==> src/rtl/shaper_pkg.sv <==
package shaper_pkg;
    // Which bucket a completed frame is charged to
    typedef enum logic [1:0] {
        DEBIT_NONE = 2'd0,
        DEBIT_CIR  = 2'd1,
        DEBIT_EIR  = 2'd2
    } debit_sel_e;
endpackage

==> src/rtl/shp_bucket.sv <==
// One signed credit accumulator: gains `rate` per clock, loses `take_amt`
// when `take` is high, clamped to [-CAP, CAP]; held full while rate is zero.
module shp_bucket #(
    parameter int RATE_W = 16,
    parameter int CRED_W = 20,
    parameter int CAP    = 1024
) (
    input  logic                     clk,
    input  logic                     rst_n,
    input  logic [RATE_W-1:0]        rate,
    input  logic                     take,
    input  logic [CRED_W-1:0]        take_amt,
    output logic signed [CRED_W-1:0] credit
);
    localparam int SUM_W = CRED_W + RATE_W + 2;
    localparam logic signed [SUM_W-1:0] CAP_S = SUM_W'(CAP);

    typedef struct packed {
        logic [CRED_W-1:0] credit;
    } bkt_t;

    bkt_t bkt_d, bkt_q;
    logic signed [SUM_W-1:0] sum;

    always_comb begin
        bkt_d = bkt_q;
        sum   = SUM_W'($signed(bkt_q.credit)) + $signed({{(SUM_W-RATE_W){1'b0}}, rate});
        if (take) begin
            sum = sum - $signed({{(SUM_W-CRED_W){1'b0}}, take_amt});
        end
        if (sum > CAP_S) begin
            sum = CAP_S;
        end else if (sum < -CAP_S) begin
            sum = -CAP_S;
        end
        bkt_d.credit = CRED_W'(sum);
        if (rate == '0) begin
            bkt_d.credit = CRED_W'(CAP);
        end
    end

    always_ff @(posedge clk or negedge rst_n) begin
        if (!rst_n) begin
            bkt_q.credit <= CRED_W'(CAP);
        end else begin
            bkt_q <= bkt_d;
        end
    end

    assign credit = $signed(bkt_q.credit);

    // Checks on the registered credit over time
    logic signed [SUM_W-1:0] cred_x, rate_x;
    assign cred_x = SUM_W'(credit);
    assign rate_x = $signed({{(SUM_W-RATE_W){1'b0}}, rate});

    assert_credit_ceiling_R4: assert property (@(posedge clk) disable iff (!rst_n)
        cred_x <= CAP_S);

    assert_credit_floor_R7: assert property (@(posedge clk) disable iff (!rst_n)
        cred_x >= -CAP_S);

    assert_gain_limit_R3: assert property (@(posedge clk) disable iff (!rst_n)
        (rate != '0) |=> cred_x <= $past(cred_x) + $past(rate_x));

    assert_idle_full_R8: assert property (@(posedge clk) disable iff (!rst_n)
        (rate == '0) |=> cred_x == CAP_S);
endmodule

==> src/rtl/shp_prio.sv <==
// Committed and excess buckets of one priority plus the eligibility decision.
module shp_prio
    import shaper_pkg::*;
#(
    parameter int RATE_W = 16,
    parameter int CRED_W = 20,
    parameter int CAP    = 1024
) (
    input  logic              clk,
    input  logic              rst_n,
    input  logic [RATE_W-1:0] cir,
    input  logic [RATE_W-1:0] eir,
    input  logic              hit,
    input  logic [CRED_W-1:0] amt,
    output logic              elig
);
    localparam int XW = CRED_W + RATE_W + 2;

    logic signed [CRED_W-1:0] c_cred, e_cred;
    logic                     c_neg, e_neg;
    debit_sel_e               sel;

    assign c_neg = c_cred[CRED_W-1];
    assign e_neg = e_cred[CRED_W-1];

    always_comb begin
        sel = DEBIT_NONE;
        if (hit && cir != '0) begin
            sel = (!c_neg || eir == '0) ? DEBIT_CIR : DEBIT_EIR;
        end
    end

    assign elig = (cir == '0) || !c_neg || ((eir != '0) && !e_neg);

    shp_bucket #(.RATE_W(RATE_W), .CRED_W(CRED_W), .CAP(CAP)) u_cbkt (
        .clk      (clk),
        .rst_n    (rst_n),
        .rate     (cir),
        .take     (sel == DEBIT_CIR),
        .take_amt (amt),
        .credit   (c_cred)
    );

    shp_bucket #(.RATE_W(RATE_W), .CRED_W(CRED_W), .CAP(CAP)) u_ebkt (
        .clk      (clk),
        .rst_n    (rst_n),
        .rate     (eir),
        .take     (sel == DEBIT_EIR),
        .take_amt (amt),
        .credit   (e_cred)
    );

    // Charging goes to the right bucket and spares the other one
    logic signed [XW-1:0] c_x, e_x, cir_x, eir_x;
    assign c_x   = XW'(c_cred);
    assign e_x   = XW'(e_cred);
    assign cir_x = $signed({{(XW-RATE_W){1'b0}}, cir});
    assign eir_x = $signed({{(XW-RATE_W){1'b0}}, eir});

    assert_debit_committed_R6: assert property (@(posedge clk) disable iff (!rst_n)
        (hit && cir != '0 && amt != '0 && !c_neg) |=> c_x < $past(c_x) + $past(cir_x));

    assert_excess_spared_R6: assert property (@(posedge clk) disable iff (!rst_n)
        (hit && cir != '0 && !c_neg && eir != '0) |=> e_x >= $past(e_x));

    assert_debit_excess_R6: assert property (@(posedge clk) disable iff (!rst_n)
        (hit && cir != '0 && c_neg && eir != '0 && amt != '0) |=> e_x < $past(e_x) + $past(eir_x));

    assert_committed_spared_R6: assert property (@(posedge clk) disable iff (!rst_n)
        (hit && cir != '0 && c_neg && eir != '0) |=> c_x >= $past(c_x));
endmodule

==> src/rtl/prio_rate_shaper.sv <==
// Per-priority dual-rate shaper: map decode, per-priority buckets, queue gating.
module prio_rate_shaper
    import shaper_pkg::*;
#(
    parameter int NUM_PRIO  = 8,
    parameter int NUM_QUEUE = 8,
    parameter int RATE_W    = 16,
    parameter int FRAC_BITS = 15,
    parameter int MAX_FRAME = 1518,
    localparam int FIELD_W  = 4,
    localparam int QID_W    = (NUM_QUEUE > 1) ? $clog2(NUM_QUEUE) : 1,
    localparam int LEN_W    = $clog2(MAX_FRAME + 1)
) (
    input  logic                          clk,
    input  logic                          rst_n,
    input  logic [NUM_PRIO*RATE_W-1:0]    cir_rate,
    input  logic [NUM_PRIO*RATE_W-1:0]    eir_rate,
    input  logic [NUM_QUEUE*FIELD_W-1:0]  queue_prio_map,
    input  logic                          tx_done,
    input  logic [QID_W-1:0]              tx_done_queue,
    input  logic [LEN_W-1:0]              tx_done_bytes,
    output logic [NUM_QUEUE-1:0]          queue_may_send
);
    localparam int CRED_W = LEN_W + FRAC_BITS + 2;
    localparam int CAP    = MAX_FRAME * (2 ** FRAC_BITS);

    logic [FIELD_W-1:0]  done_fld;
    logic [CRED_W-1:0]   done_amt;
    logic [NUM_PRIO-1:0] hit_vec;
    logic [NUM_PRIO-1:0] prio_elig;

    assign done_fld = queue_prio_map[tx_done_queue*FIELD_W +: FIELD_W];
    assign done_amt = CRED_W'({tx_done_bytes, {FRAC_BITS{1'b0}}});

    for (genvar p = 0; p < NUM_PRIO; p++) begin : g_prio
        assign hit_vec[p] = tx_done && (done_fld == FIELD_W'(p));

        shp_prio #(.RATE_W(RATE_W), .CRED_W(CRED_W), .CAP(CAP)) u_prio (
            .clk   (clk),
            .rst_n (rst_n),
            .cir   (cir_rate[p*RATE_W +: RATE_W]),
            .eir   (eir_rate[p*RATE_W +: RATE_W]),
            .hit   (hit_vec[p]),
            .amt   (done_amt),
            .elig  (prio_elig[p])
        );
    end

    // Fields at or above NUM_PRIO match no priority and leave the queue ungated
    always_comb begin
        for (int q = 0; q < NUM_QUEUE; q++) begin
            queue_may_send[q] = 1'b1;
            for (int p = 0; p < NUM_PRIO; p++) begin
                if (queue_prio_map[q*FIELD_W +: FIELD_W] == FIELD_W'(p)) begin
                    queue_may_send[q] = prio_elig[p];
                end
            end
        end
    end
endmodule

==> config.mk <==
export PLATFORM = sky130hd
export DESIGN_NAME = prio_rate_shaper
export DESIGN_NICKNAME = d
export VERILOG_FILES = /design/src/rtl/shaper_pkg.sv /design/src/rtl/shp_bucket.sv /design/src/rtl/shp_prio.sv /design/src/rtl/prio_rate_shaper.sv
export SDC_FILE = /design/constraint.sdc
export NUM_CORES = 2
export LEC_CHECK = 0
export BUFFER_PORTS_ARGS = -buffer_cell sky130_fd_sc_hd__buf_2
export CORE_ASPECT_RATIO = 2
export CORE_MARGIN = 3
export CORE_UTILIZATION = 35
export CTS_BUF_LIST = sky130_fd_sc_hd__clkbuf_8
export DETAILED_ROUTE_END_ITERATION = 16
export GPL_TIMING_DRIVEN = 0
export PLACE_DENSITY = 0.51
export SLEW_MARGIN = 5
export SYNTH_ARGS = -nofsm -noshare
export SYNTH_HDL_FRONTEND = slang
export SYNTH_SLANG_ARGS = --single-unit
==> constraint.sdc <==
create_clock -name clk -period 5.83 [get_ports clk]
set_input_delay 0.2915 -clock clk [delete_from_list [all_inputs] [get_ports clk]]
set_output_delay 0.2915 -clock clk [all_outputs]
set_load 0.02 [all_outputs]
* Word-level counts from Yosys, hierarchy flattened
Index checks and enable logic that the tools add are counted.
** Storage, ports and cells
- Bits of input ports :: 305
- Logic and storage cells :: 409
- Output and inout bits :: 8
- Bits in registers :: 448
** Operators by class
- Equality and inequality tests :: 79
- $lt $le $gt $ge :: 32
- $add $sub $neg :: 32
- Muxes and demuxes :: 144
- Shift-type cells :: 1
- Reduce and logical (&&, ||, !) cells :: 105
** Operators by type and width (number)
- 28-bit 2-to-1 mux :: 48
- 46-bit by 27-bit greater-than comparator with 1-bit output, second input constant :: 16
- 46-bit by 27-bit < comparator with 1-bit output, second input constant :: 16
- 46-bit 2-to-1 mux :: 16
- 46-bit by 27-bit subtractor with 46-bit output :: 16
- 28-bit by 17-bit adder with 29-bit output :: 16
- 16-bit zero test :: 16
- 16-bit nonzero test :: 16
- 4-bit by 3-bit == test with 1-bit output, second input constant :: 36
- 4-bit by 2-bit == test with 1-bit output, second input constant :: 18
- 1-bit 2-to-1 mux :: 64
- 4-bit by 1-bit == test with 1-bit output, second input constant :: 9
- 4-bit zero test :: 9
- 2-bit 2-to-1 mux :: 16
- 32-bit by 6-bit indexed part select with 4-bit output :: 1
- 1-bit logical AND :: 24
- 1-bit logical OR :: 24
- 2-bit by 1-bit == test with 1-bit output, second input constant :: 8
- 2-bit == test, second input constant :: 8
- 1-bit zero test :: 16

* Longest topological paths before layout
- Depth in word-level cells :: 11
- Depth in mapped cells :: 27

* Modules after synthesis
Synthesis repeated with hierarchy kept, for this count alone.
** Second synthesis, totals
- Cells, all modules :: 10483
- Area, all modules :: 79448.7 µm²
** Modules (own cells, without submodules)
- shp_bucket at g_prio[0].u_prio.u_ebkt ... :: times used 12, cells each 640, area an instance 4813.4 µm²
- shp_bucket at g_prio[2].u_prio.u_ebkt :: times used 1, cells each 657, area an instance 5036.1 µm²
- shp_bucket at g_prio[3].u_prio.u_cbkt :: times used 1, cells each 693, area an instance 5011.1 µm²
- shp_bucket at g_prio[7].u_prio.u_cbkt :: times used 1, cells each 662, area an instance 4864.7 µm²
- shp_bucket at g_prio[0].u_prio.u_cbkt :: times used 1, cells each 604, area an instance 4621.9 µm²
- shp_prio :: times used 8, cells each 15, area an instance 158.9 µm²
- prio_rate_shaper :: times used 1, cells each 67, area an instance 883.3 µm²

* Worst setup path after synthesis
OpenSTA, ideal clock, no wires.
- Path kind :: register to register
- From :: register, netlist name g_prio[2].u_prio.u_cbkt.credit[0]
- To :: register, netlist name g_prio[2].u_prio.u_cbkt.credit[10]
- Period minus slack after synthesis :: 5.850 ns
- Path buffers :: 1
- Setup slack :: -0.020 ns
- Data arrival time :: 5.764 ns
- Setup time :: 0.086 ns
- Cell stages (with the launch flop) :: 27
- Required time :: 5.744 ns
- Cell sequence :: dfrtp_1 -> ha_1 -> inv_1 -> fa_1 -> nand2b_1 -> a21o_1 -> a2111oi_1 -> o21ai_0 -> and2_1 -> xor2_1 -> inv_1 -> fa_1 -> a21o_1 -> a21o_1 -> a21oi_1 -> o31ai_1 -> a31oi_1 -> nand2_1 -> ha_1 -> nand3_1 -> nor4_1 -> mux2i_1 -> o211a_1 -> a41oi_1 -> o311ai_0 -> clkbuf_1 -> nor3_1

==> run metrics <==
post-synthesis sequential area ratio between 20 and 25%; CP Launch Type register; Rows 200; Placer Congestion 0.912; Async S/R FF share, synth 100%; cell family with most CP delay compound AO/OA/AOI/OAI gates; DRT iter0 DRCs 2705; Period Utilization, post-route between 90% and 100%; CTS tree yes; Worst Tran Pin Value 1290 ps; crit-path cells ha_2 > inv_1 > fa_2 > nand2b_4 > a21o_1 > a2111oi_4 > buf_4 > nor2_1 > a311o_2 > ha_4 > or4_4 > a21oi_4 > o31ai_2 > a31oi_2 > nand2_1 > ha_4 > nand3_1 > nor4_1 > mux2i_1 > o211a_1 > a41oi_4 > o311ai_4 > clkbuf_8 > nor3_1; final setup TNS 0 ps; Synth Register Bits 448; antenna violations before repair 8; arrival time at the worst endpoint 6350 ps; Post-Layout Cell Count roughly 9100; fmax between 150 and 200 MHz; Post-synth top flop dfrtp_1; CP peak stage delay just under 500 ps; Hold WS around 65 ps; busiest layer in global routing met2; GRT met2 Usage between 50% and 60%; top post-synthesis cells by area dfrtp_1, ha_1, dfstp_2; total number of vias between 50000 and 60000; peak supply drop between 0.3 and 0.4 mV; RSZ-0062 raised after global routing true; Sinks on Clock Net about 450; commonest non-fill, non-tap cell in the layout nor2_1; clk_skew between 40 and 50 ps; final wirelength between 200000 and 250000 um; Post-Syn Nets approximately 7400; crit end category register; Syn-to-layout area delta 19.4%; mean post-synth cell area 7.95 um2; Clock Power Share a little over a tenth; Logic pwr share about 73%; worst min-delay path category primary input to register; Post-DRT Antenna Nets 0; first-pass GRT wire length between 300000 and 400000 um; Tmin final around 5600 ps; PD cells 509 nW/um2; all-layer global routing usage between 20% and 30%; outcome completed; clock root buffer clkbuf_8; CTS H-tree lvls 3; clk_lat worst skew a little over 800 ps; starting density of the core between 30% and 40%; Yosys cell types 109; Sw Pwr approximately 0.017 W; ratio of cells with drive above 1 in the final layout a little under a fifth; Layout Nets about 7900; most frequent cells in the layout nor2_1, nand2_1, ha_1; routed len/inst approximately 22 um; Seq. cell area about 11000 um2; DRC viols 0; Pleak 26.2 nW; post-DP HPWL around 160000 um; vias in the first global route roughly 56000; Syn Inst Count roughly 6600; critical path buffer and inverter count 3; area of the multi-input gates 41600 um2; first drt pass iteration count 6; GRT overflow 0; Setup Viol. Count Final 0; largest net degree at the start of global routing slightly above 90; die span in y around 550 um; post-synth top area share between 10% and 20%; clk slew on worst S/H paths approximately 60 ps; final hold viol count 0; Design Area, Final 62500 um2; Syn. warnings 0; detail-routed via count per cell roughly 6.0; Placed Area between 50000 and 60000 um2; Post-synth EDFFs 0; crit path kind register to register; Internal about 0.015 W; Crit path required time 6540 ps; final slew viol count 0; I/O Buffers 309; met1 Usage GRT between 20% and 30%; area of the die roughly 150000 um2; met3 Track Usage GR ~2.9%; slowest stage cell on the critical path or4_4; Clock Tree Buf Depth 3; placed cell count roughly 8800; cell mode on critical path ha_4; switching share of power between 50% and 60%; IO Pins between 300 and 400; sequential fraction of design power 16.4%; slew margin rel. 14.2%; TritonCTS Buffers 84; Max-Cap Viols 0; Post-Place Setup Slack -1760 ps; fill count 15300; core area roughly 150000 um2; Yosys top cell by area dfrtp_1; Mapped Area ~52000 um2; crit path max fanout 5; setup ws final approximately 190 ps; Die W around 280 um
power groups by stage:
stage	Combinational (W)	Clock [W]	Sequential (W)
2_1_floorplan	0.0152	0	0.00499
3_3_place_gp	0.0203	0	0.00522
3_5_place_dp	0.0206	0	0.00523
4_1_cts	0.0218	0.00352	0.00519
5_1_grt	0.0255	0.00362	0.00533
6_report	0.0232	0.00338	0.00521
cell usage after synthesis, types with 28 or more instances:
cell	n
nand2_1	504
fa_1	32
xor2_1	189
nand2b_1	76
o21a_1	133
a211oi_1	111
and2_1	76
xnor2_1	238
nand4_1	160
o31ai_1	61
nor2b_1	59
o21ai_0	413
a21boi_0	50
ha_1	464
dfrtp_1	320
or4_1	39
nand3_1	211
nor3b_1	36
o21bai_1	55
and3_1	137
a31oi_1	88
o31a_1	39
clkbuf_1	186
nor4_1	126
o211ai_1	115
or3_1	61
o22ai_1	28
o2111ai_1	33
nor3_1	197
a21oi_1	442
inv_1	267
a21o_1	148
and4_1	53
or2_2	46
dfstp_2	128
mux2i_1	94
nor2_1	557
logic make-up after synthesis:
logic type,share of synthesized area (%)
AOI/OAI and AO/OA,27.6
and+or+nand+nor,24.4
buffers and inverters,3.68
xor gates and xnor gates,7.19
adders and majority gates,12.3
muxes,3.11
DFF,21.7
final timing paths:
check | cells past startpoint | slack, ps | startpoint | to
max reg2reg | 24 | 190 | g_prio[2].u_prio.u_cbkt.credit[0] | g_prio[2].u_prio.u_cbkt.credit[10]
max in group asynchronous | 6 | 3440 | rst_n | g_prio[4].u_prio.u_ebkt.credit[25]
min in group asynchronous | 3 | 560 | rst_n | g_prio[0].u_prio.u_cbkt.credit[14]
min reg2reg | 3 | 610 | g_prio[6].u_prio.u_ebkt.credit[0] | g_prio[6].u_prio.u_ebkt.credit[0]
min | 4 | 70 | eir_rate[21] | g_prio[1].u_prio.u_ebkt.credit[5]
max | 24 | 190 | g_prio[2].u_prio.u_cbkt.credit[0] | g_prio[2].u_prio.u_cbkt.credit[10]
through the flow:
stage               total power (W)  util (%)
floorplan                    0.0202         -
global placement             0.0256      37.9
detailed placement           0.0258      38.2
CTS                          0.0305      40.7
global route                 0.0344      42.1
finish                       0.0318      42.1
worst register-to-register path, cell delays in order (launching register included):
cell	delay, ps
dfrtp_1	330
ha_2	200
inv_1	60
fa_2	350
nand2b_4	150
a21o_1	230
a2111oi_4	390
buf_4	180
nor2_1	90
a311o_2	460
ha_4	210
or4_4	490
a21oi_4	150
o31ai_2	90
a31oi_2	240
nand2_1	140
ha_4	310
nand3_1	100
nor4_1	260
mux2i_1	120
o211a_1	280
a41oi_4	220
o311ai_4	180
clkbuf_8	200
nor3_1	130
cell type report:
class | count | area share, %
diodes | 5 | 0.0200
multi-input cells | 5646 | 66.6
clock inverters | 58 | 0.575
clock buffers | 99 | 2.18
inverters | 267 | 1.61
flip-flops and latches | 448 | 18.2
well taps | 1919 | 3.84
plain buffers | 172 | 1.37
repair buffers | 519 | 5.60
flip-flops by register name (all words and copies together), names as in the netlist:
register and count:
g_prio.u_prio.u_cbkt.credit 224, g_prio.u_prio.u_ebkt.credit 224
per-layer routing:
metal | vias up | routed length [um]
met2 | 1408 | 111000
met5 | - | 18
li1 | 26200 | -
met3 | 603 | 7090
met1 | 26500 | 70100
met4 | 2 | 13300
timing repair:
| action | 4_1_cts | 5_1_grt |
|---|---|---|
| hold endpoints to repair | 230 | 0 |
| pin swaps | 42 | 127 |
| buffers inserted | 53 | 85 |
| endpoints found under the setup margin | 424 | 419 |
| gates resized for setup | 283 | 360 |
| hold buffers | 55 | 0 |
| cloned | 2 | 0 |
No activity file was read; power rests on OpenSTA's default activity.
